### config.mk
export PLATFORM = sky130hd
export DESIGN_NAME = lns_to_float
export DESIGN_NICKNAME = d
export VERILOG_FILES = /design/src/rtl/lns2fp_pkg.sv /design/src/rtl/antilog_rom.sv /design/src/rtl/mant_norm.sv /design/src/rtl/lns_to_float.sv
export SDC_FILE = /design/constraint.sdc
export NUM_CORES = 1
export LEC_CHECK = 0
export ABC_AREA = 0
export ABC_CLOCK_PERIOD_IN_PS = 9600
export BUFFER_PORTS_ARGS = -buffer_cell sky130_fd_sc_hd__buf_2
export CAP_MARGIN = 5
export CORE_MARGIN = 2
export CORE_UTILIZATION = 66
export DETAILED_ROUTE_END_ITERATION = 7
export HOLD_SLACK_MARGIN = 0.1
export PLACE_DENSITY_LB_ADDON = 0.1
export SYNTH_ARGS = -nofsm -noshare
export SYNTH_HDL_FRONTEND = slang
export SYNTH_SLANG_ARGS = --single-unit
### constraint.sdc
create_clock -name clk -period 9.6 [get_ports clk]
set_input_delay 1.44 -clock clk [delete_from_list [all_inputs] [get_ports clk]]
set_output_delay 1.44 -clock clk [all_outputs]
set_load 0.02 [all_outputs]
### src/rtl/lns2fp_pkg.sv
package lns2fp_pkg;
    // Log word layout: signed integer part above an unsigned fraction
    localparam int INT_W   = 9;
    localparam int HALF_W  = 6;
    localparam int FRAC_W  = 2 * HALF_W;
    localparam int LOG_W   = INT_W + FRAC_W;
    // Table entries are 1.TAB_FW fixed point
    localparam int TAB_FW  = 24;
    localparam int TAB_W   = TAB_FW + 1;
    localparam int PROD_W  = 2 * TAB_W;
    // Float fields
    localparam int MAN_W   = 23;
    localparam int FEXP_W  = 8;
    localparam int EXP_W   = INT_W + 2;
    localparam logic signed [EXP_W-1:0] EXP_BIAS = EXP_W'(127);
    localparam logic signed [EXP_W-1:0] EXP_ONE  = EXP_W'(1);
    localparam logic signed [EXP_W-1:0] EXP_TOP  = EXP_W'(255);
    localparam logic signed [EXP_W-1:0] EXP_NIL  = EXP_W'(0);
    localparam logic [31:0] QNAN_WORD = 32'h7FC0_0000;

    typedef enum logic [1:0] {
        KIND_NUM  = 2'd0,
        KIND_ZERO = 2'd1,
        KIND_INF  = 2'd2,
        KIND_NAN  = 2'd3
    } kind_e;

    typedef struct packed {
        kind_e                    kind;
        logic                     sign;
        logic signed [EXP_W-1:0]  bexp;
        logic [TAB_W-1:0]         hi_val;
        logic [TAB_W-1:0]         lo_val;
    } stage_t;

    // Flag priority: NaN over infinity over zero
    function automatic kind_e classify(input logic is_zero, input logic is_inf,
                                       input logic is_nan);
        if (is_nan)       return KIND_NAN;
        else if (is_inf)  return KIND_INF;
        else if (is_zero) return KIND_ZERO;
        else              return KIND_NUM;
    endfunction

    function automatic logic [31:0] inf_word(input logic s);
        return {s, {FEXP_W{1'b1}}, {MAN_W{1'b0}}};
    endfunction

    function automatic logic [31:0] zero_word(input logic s);
        return {s, {(FEXP_W + MAN_W){1'b0}}};
    endfunction
endpackage

### src/rtl/antilog_rom.sv
module antilog_rom
    import lns2fp_pkg::*;
#(
    parameter int AW         = HALF_W,
    parameter int SCALE_LOG2 = HALF_W
) (
    input  logic [AW-1:0]    idx,
    output logic [TAB_W-1:0] val
);
    localparam int DEPTH = 2 ** AW;

    logic [TAB_W-1:0] tbl [DEPTH];

    // Entry i holds 2^(i / 2^SCALE_LOG2) in 1.TAB_FW form, rounded
    for (genvar i = 0; i < DEPTH; i++) begin : g_ent
        localparam real EXPO  = real'(i) / real'(2 ** SCALE_LOG2);
        localparam int  ENT_I = $rtoi($pow(2.0, EXPO) * real'(2 ** TAB_FW) + 0.5);
        assign tbl[i] = ENT_I[TAB_W-1:0];
    end

    assign val = tbl[idx];
endmodule

### src/rtl/mant_norm.sv
module mant_norm
    import lns2fp_pkg::*;
(
    input  logic [TAB_W-1:0]        hi_val,
    input  logic [TAB_W-1:0]        lo_val,
    input  logic signed [EXP_W-1:0] bexp_in,
    output logic [MAN_W-1:0]        mant,
    output logic signed [EXP_W-1:0] bexp_out
);
    logic [PROD_W-1:0] prod;
    logic              carry;
    logic              unused_low;

    // Product is in 2.(2*TAB_FW) form; a set top bit means it reached 2.0
    assign prod  = PROD_W'(hi_val) * PROD_W'(lo_val);
    assign carry = prod[PROD_W-1];

    assign mant     = carry ? prod[PROD_W-2 -: MAN_W] : prod[PROD_W-3 -: MAN_W];
    assign bexp_out = carry ? bexp_in + EXP_ONE : bexp_in;

    assign unused_low = ^prod[PROD_W-3-MAN_W:0];
endmodule

### src/rtl/lns_to_float.sv
module lns_to_float
    import lns2fp_pkg::*;
(
    input  logic             clk,
    input  logic             rst,
    input  logic             in_valid,
    input  logic             in_sign,
    input  logic             in_zero,
    input  logic             in_inf,
    input  logic             in_nan,
    input  logic [LOG_W-1:0] in_log,
    output logic             out_valid,
    output logic [31:0]      out_float
);
    logic signed [INT_W-1:0] int_part;
    logic [TAB_W-1:0]        hi_rd;
    logic [TAB_W-1:0]        lo_rd;
    stage_t                  s1_d;
    stage_t                  s1_q;
    logic                    s1_valid;

    assign int_part = in_log[LOG_W-1 -: INT_W];

    // Coarse factor: high half of the fraction, step 2^-HALF_W
    antilog_rom #(.AW(HALF_W), .SCALE_LOG2(HALF_W)) u_rom_hi (
        .idx (in_log[FRAC_W-1 -: HALF_W]),
        .val (hi_rd)
    );

    // Fine factor: low half of the fraction, step 2^-FRAC_W
    antilog_rom #(.AW(HALF_W), .SCALE_LOG2(FRAC_W)) u_rom_lo (
        .idx (in_log[HALF_W-1:0]),
        .val (lo_rd)
    );

    always_comb begin
        s1_d.kind   = classify(in_zero, in_inf, in_nan);
        s1_d.sign   = in_sign;
        s1_d.bexp   = EXP_W'(int_part) + EXP_BIAS;
        s1_d.hi_val = hi_rd;
        s1_d.lo_val = lo_rd;
    end

    always_ff @(posedge clk) begin
        if (rst) begin
            s1_valid <= 1'b0;
            s1_q     <= '0;
        end else begin
            s1_valid <= in_valid;
            s1_q     <= s1_d;
        end
    end

    logic [MAN_W-1:0]        mant;
    logic signed [EXP_W-1:0] fexp;
    logic [31:0]             packed_d;

    mant_norm u_norm (
        .hi_val   (s1_q.hi_val),
        .lo_val   (s1_q.lo_val),
        .bexp_in  (s1_q.bexp),
        .mant     (mant),
        .bexp_out (fexp)
    );

    always_comb begin
        unique case (s1_q.kind)
            KIND_NAN:  packed_d = QNAN_WORD;
            KIND_INF:  packed_d = inf_word(s1_q.sign);
            KIND_ZERO: packed_d = zero_word(s1_q.sign);
            default: begin
                if (fexp >= EXP_TOP)
                    packed_d = inf_word(s1_q.sign);
                else if (fexp <= EXP_NIL)
                    packed_d = zero_word(s1_q.sign);
                else
                    packed_d = {s1_q.sign, fexp[FEXP_W-1:0], mant};
            end
        endcase
    end

    always_ff @(posedge clk) begin
        if (rst) begin
            out_valid <= 1'b0;
            out_float <= '0;
        end else begin
            out_valid <= s1_valid;
            out_float <= packed_d;
        end
    end
endmodule

# Word level (Yosys, flattened, before mapping)
# Memory sizes are Yosys's and may differ from the RTL's. A register that Yosys moved wholly into a read port is not among the register bits.
# Cells that the tools add are included.
# totals
reg_bits,48
rom_bits,3200
output_inout_bits,33
wordCells,26
mem_count,2
# op_classes
add_sub_neg,2
n_mul,1
order_cmp,2
eq_ne,3
mux,8
bitwise_logic,2
# mem_list
memory,depth,word_bits,rd,rd_clocked_by_memory_dff,write_ports,line,text
(no name shown),64,25,1,1,0,antilog_rom.sv:21,assign val = tbl[idx];
(no name shown),64,25,1,1,0,antilog_rom.sv:21,
# op_table
op,count
$pmux W32 S3,1
$mux W31,2
$mul A25 B25 Y50,1
$mux W23,1
$not A6 Y7,2
$add A11 B2 Y11 const B,1
$ge A11 B9 Y1 const B,1
$le A11 B1 Y1 const B,1
$mux W11,1
$add A9 B8 Y10 const B,1
$eq A2 B2 Y1 const B,2
$mux W2,2
$eq A2 B1 Y1 const B,1
$mux W1,1

# Depth between registers and ports, before layout
# depth
word_depth,6
mapped_depth,30
mapped_depth_nobuf,25

# By module
# A second synthesis with hierarchy kept.
# unflattened
hier_cells,3306
area_unflattened_um2,27860.5
# by_module_without_submodules
mod,n_inst,cells_each,area_per_inst_um2
mant_norm,1,2402,20846.2
lns_to_float,1,247,2811.4
antilog_rom (u_rom_hi),1,364,2371.0
antilog_rom (u_rom_lo),1,293,1831.8

# Least setup slack after synthesis
# OpenSTA, ideal clock, no wires.
# synth_path
path_kind,flip-flop to flip-flop
from,"register, netlist name s1_q[48]"
to,register out_float[21]
arrival_ns,6.878
required_ns,9.512
slack_ns,2.634
path_stages_with_launch,27
path_buffers,4
period_less_slack_ns,6.966
cell_sequence,dfxtp_1 clkbuf_1 clkbuf_1 nand2_1 fa_1 fa_1 fa_1 fa_1 inv_1 fa_1 fa_1 inv_1 fa_1 inv_1 ha_1 nand3_1 nor2_1 nand4_1 a21oi_1 o21ai_0 nand3_2 buf_6 o211ai_1 a311oi_4 o311ai_4 buf_6 nor4_4
# synth_via
elab_chain_len,6
# synth_rtl
element,line,text
$mul A25 B25 Y50 *,mant_norm.sv:15,assign prod = PROD_W'(hi_val) * PROD_W'(lo_val);
$mux W11,mant_norm.sv:19,assign bexp_out = carry ? bexp_in + EXP_ONE : bexp_in;
$le A11 B1 Y1,lns_to_float.sv:74,else if (fexp <= EXP_NIL)
$mux W31,lns_to_float.sv:74,
$mux W31 *,lns_to_float.sv:72,if (fexp >= EXP_TOP)
$pmux W32 S3 *,lns_to_float.sv:67,unique case (s1_q.kind)
"end signal, assigned",lns_to_float.sv:88,out_float <= packed_d;
"end, declared",lns_to_float.sv:13,output logic [31:0] out_float
# Every way passes the cells marked *; elsewhere a longest branch is shown, timed or not.
# A chain may end at the register's enable or synchronous reset.

# Final worst setup path
# layout_path
from,"register, netlist name s1_q[4]"
to,register out_float[10]
# layout_via
elab_chain_len,6
# layout_rtl
element,line
$mul A25 B25 Y50 *,mant_norm.sv:15
$mux W11,mant_norm.sv:19
$le A11 B1 Y1,lns_to_float.sv:74
$mux W31,lns_to_float.sv:74
$mux W31 *,lns_to_float.sv:72
$pmux W32 S3 *,lns_to_float.sv:67
# Marked as above.

==> flow_summary.ini <==
[synthesis]
yosys_warnings = 0
synth_xor_area_frac = 0.0156
ys.flop_type = dfxtp_1
seq_area_frac_synth = 0.0766
synth_cells = 2873
yosys_register_bits = 90
synth_compound_area_frac = 0.128
ys_types = 79
synth_edf_count = 0
netlist_area_sq_mm = 0.0235
syn_avg_cell_area_sq_um = 8.19
synth-async-reset-ratio = 0
synthSimpleGateAreaFrac = 0.197
synth_top_family_by_area = adder cells
synth_top_area_share = 0.325
yosysTopAreaCell = fa_1
synth_nets = 3529
synthAdderAreaFrac = 0.456
ys_top_cells_by_area = fa_1, ha_1, and2_1, inv_1, dfxtp_1
muxShareOfSynthArea = 0.0140

[global_routing]
grt_antenna_before_repair = 1
top_usage_layer = met2
grt_use_met1 = 0.498
grt_start_max_net_pins = 95
grt_pass1_vias = 20000
use_met3 = 0.0491
use_met2 = 0.601
track_usage = 0.368
grt_pass1_wl_microns = 106000
globalRouteOverflowTotal = 0

[routing]
post_drt_wl_per_cell_microns = 20.0
dr_total_vias = 19700
drc = 0
drtAntennaViolNets = 0
wl_microns = 65200
dr.pass1.iters = 5
avgViaCountPerCell = 6.03
drt_iter0_markers = 1889

[critical_path]
end_kind = flip-flop
reg2reg_from = s1_q[4]$_SDFF_PP0_
crit_type = reg -> reg
cp.arrival_ps = 8910
worstSetupStartpoint = s1_q[4]$_SDFF_PP0_
crit_path_top_delay_cell = dfxtp_1
cp_common_cell = fa_1
critical_path_required_ps = 9800
cp_max_fo = 32
startpoint_type = flip-flop
max_stage_delay_ps = 1070

[clock_tree]
cts_tree = built
cts.clk_slew.worst_paths_ps = 80
cts_resized = 0
hold_buffers = 0
clk_path_buf_depth = 2
cts_made_buffers = 9
cts_max_level = 3
cts_setup_buffers = 0
insertion_delay_ps = 360
clock-sinks = 90
cts_root_buffer = clkbuf_16

[power_and_ir_drop]
power_uw = 3620
p_per_area_mw_per_mm2 = 149
p_leak_uw = 0.0122
vdd_drop_max_uv = 121

[timing]
worst_pin_slew_ps = 1240
finalWorstSetupSlack_ps = 896
rsz0062_at_grt = no
max_freq_ghz = 0.115
report.final.slew_viol_count = 0
hold_viol = 0
finalSetupTns_ps = 0
fin_crit_sh = 0.907
skew_ps = 20.6
setup_viol = 0
maxSlewHeadroom = 0.172
fin_crit_ps = 8700

[cells_and_area]
regArea_sq_mm = 0.00180
n_fill_cell = 2952
multi_input_area_sq_mm = 0.0191
layout_commonest_cell = inv_1
area_delta_synth_final_pct = 3.11
stdcell_count = 3268
layout_common_cells = inv_1, fa_1, and2_1
drive_gt1_frac = 0.0460
nets = 3457

[placement]
place_congestion = 0.970
numPortBuffers = 60
post-place-ws_ps = 1060
dp_cells = 3251
hpwl_microns = 50100

[flow_run]
maxCapViolCount = 0

[floorplan]
die-area_sq_mm = 0.0372
die_w_microns = 193
placementRows = 69
die_y_microns = 193
io_pins = 61
fp.coreArea_sq_mm = 0.0353
initial_core_util = 0.666

[worst_hold_path]
hp-class = reg -> reg
hp-start = s1_valid$_SDFF_PP0_

[status]
status = finished clean
[final cells by class]
| type | instances | share of cell area |
|---|---|---|
| clock buffer | 9 | 0.00929 |
| sequential | 90 | 0.0743 |
| tap | 461 | 0.0238 |
| multi-input combinational | 2083 | 0.786 |
| inverter | 529 | 0.0819 |
| clock inverter | 7 | 0.00356 |
| timing repair buffer | 88 | 0.0210 |
| antenna | 1 | 0.000103 |
[final timing paths]
path                            cells after the start  slack [ps]                        to
worst min register to register                      1         440      out_valid$_SDFF_PP0_
worst max-delay path                               26         900  out_float[10]$_SDFF_PP0_
worst max register to register                     26         900  out_float[10]$_SDFF_PP0_
worst min-delay path                                1         440      out_valid$_SDFF_PP0_
[cell families after synthesis]
| logic type | count (synthesis) |
|---|---|
| compound gates | 463 |
| xor+xnor | 42 |
| fa+ha+maj | 628 |
| buf+inv | 700 |
| flops | 90 |
| mux | 29 |
| simple gates | 921 |
[power by group]
group | internal [uW] | total, uW | switching, uW
clock | 186 | 367 | 181
sequential | 416 | 539 | 123
combinational | 1020 | 2710 | 1690
total | 1620 | 3620 | 2000
[synth_stat cells (5+ instances only)]
| cell | instances |
|---|---|
| inv_1 | 527 |
| fa_1 | 382 |
| and2_1 | 328 |
| nand2_1 | 310 |
| ha_1 | 246 |
| clkbuf_1 | 138 |
| a21oi_1 | 134 |
| nor2_1 | 124 |
| o21ai_0 | 101 |
| dfxtp_1 | 90 |
| a211oi_1 | 39 |
| nand3_1 | 38 |
| nor3_1 | 37 |
| a31oi_1 | 28 |
| xnor2_1 | 28 |
| buf_1 | 25 |
| o211ai_1 | 25 |
| mux2i_1 | 24 |
| a21o_1 | 22 |
| nand2b_1 | 15 |
| nand4_1 | 15 |
| xor2_1 | 14 |
| nor2b_1 | 13 |
| a311oi_1 | 12 |
| and3_1 | 8 |
| o21a_1 | 8 |
| o311ai_0 | 8 |
| o22ai_1 | 7 |
| o31ai_1 | 7 |
| nor4_1 | 6 |
| a31o_2 | 5 |
| o21bai_1 | 5 |
| o221ai_1 | 5 |
[state kept, by name (all words and copies together), names as in the netlist]
name / flops
s1_q: 56
s1_valid: 1
out_valid: 1
out_float: 32
[per-stage QoR]
stage           util  hold slack [ps]  area (sq um)
2_1_floorplan      -              414         23500
5_1_grt        0.687              470         24300
3_3_place_gp   0.678              416         23900
3_5_place_dp   0.678              425         23900
6_report       0.687              442         24300
4_1_cts        0.687              444         24300
[critical path: cells and delay by family (launching register included)]
family	cells	cell delay, ps
simple gates	7	1300
buf+inv	7	1090
flops	1	1070
compound gates	4	1050
fa+ha+maj	8	4030
[per-layer routing]
metal | vias up | share of wire
li1 | 8956 | -
met1 | 9663 | 0.41
met2 | 960 | 0.47
met3 | 143 | 0.084
met4 | 0 | 0.038
met5 | - | 0
No activity file was read; power rests on OpenSTA's default activity.
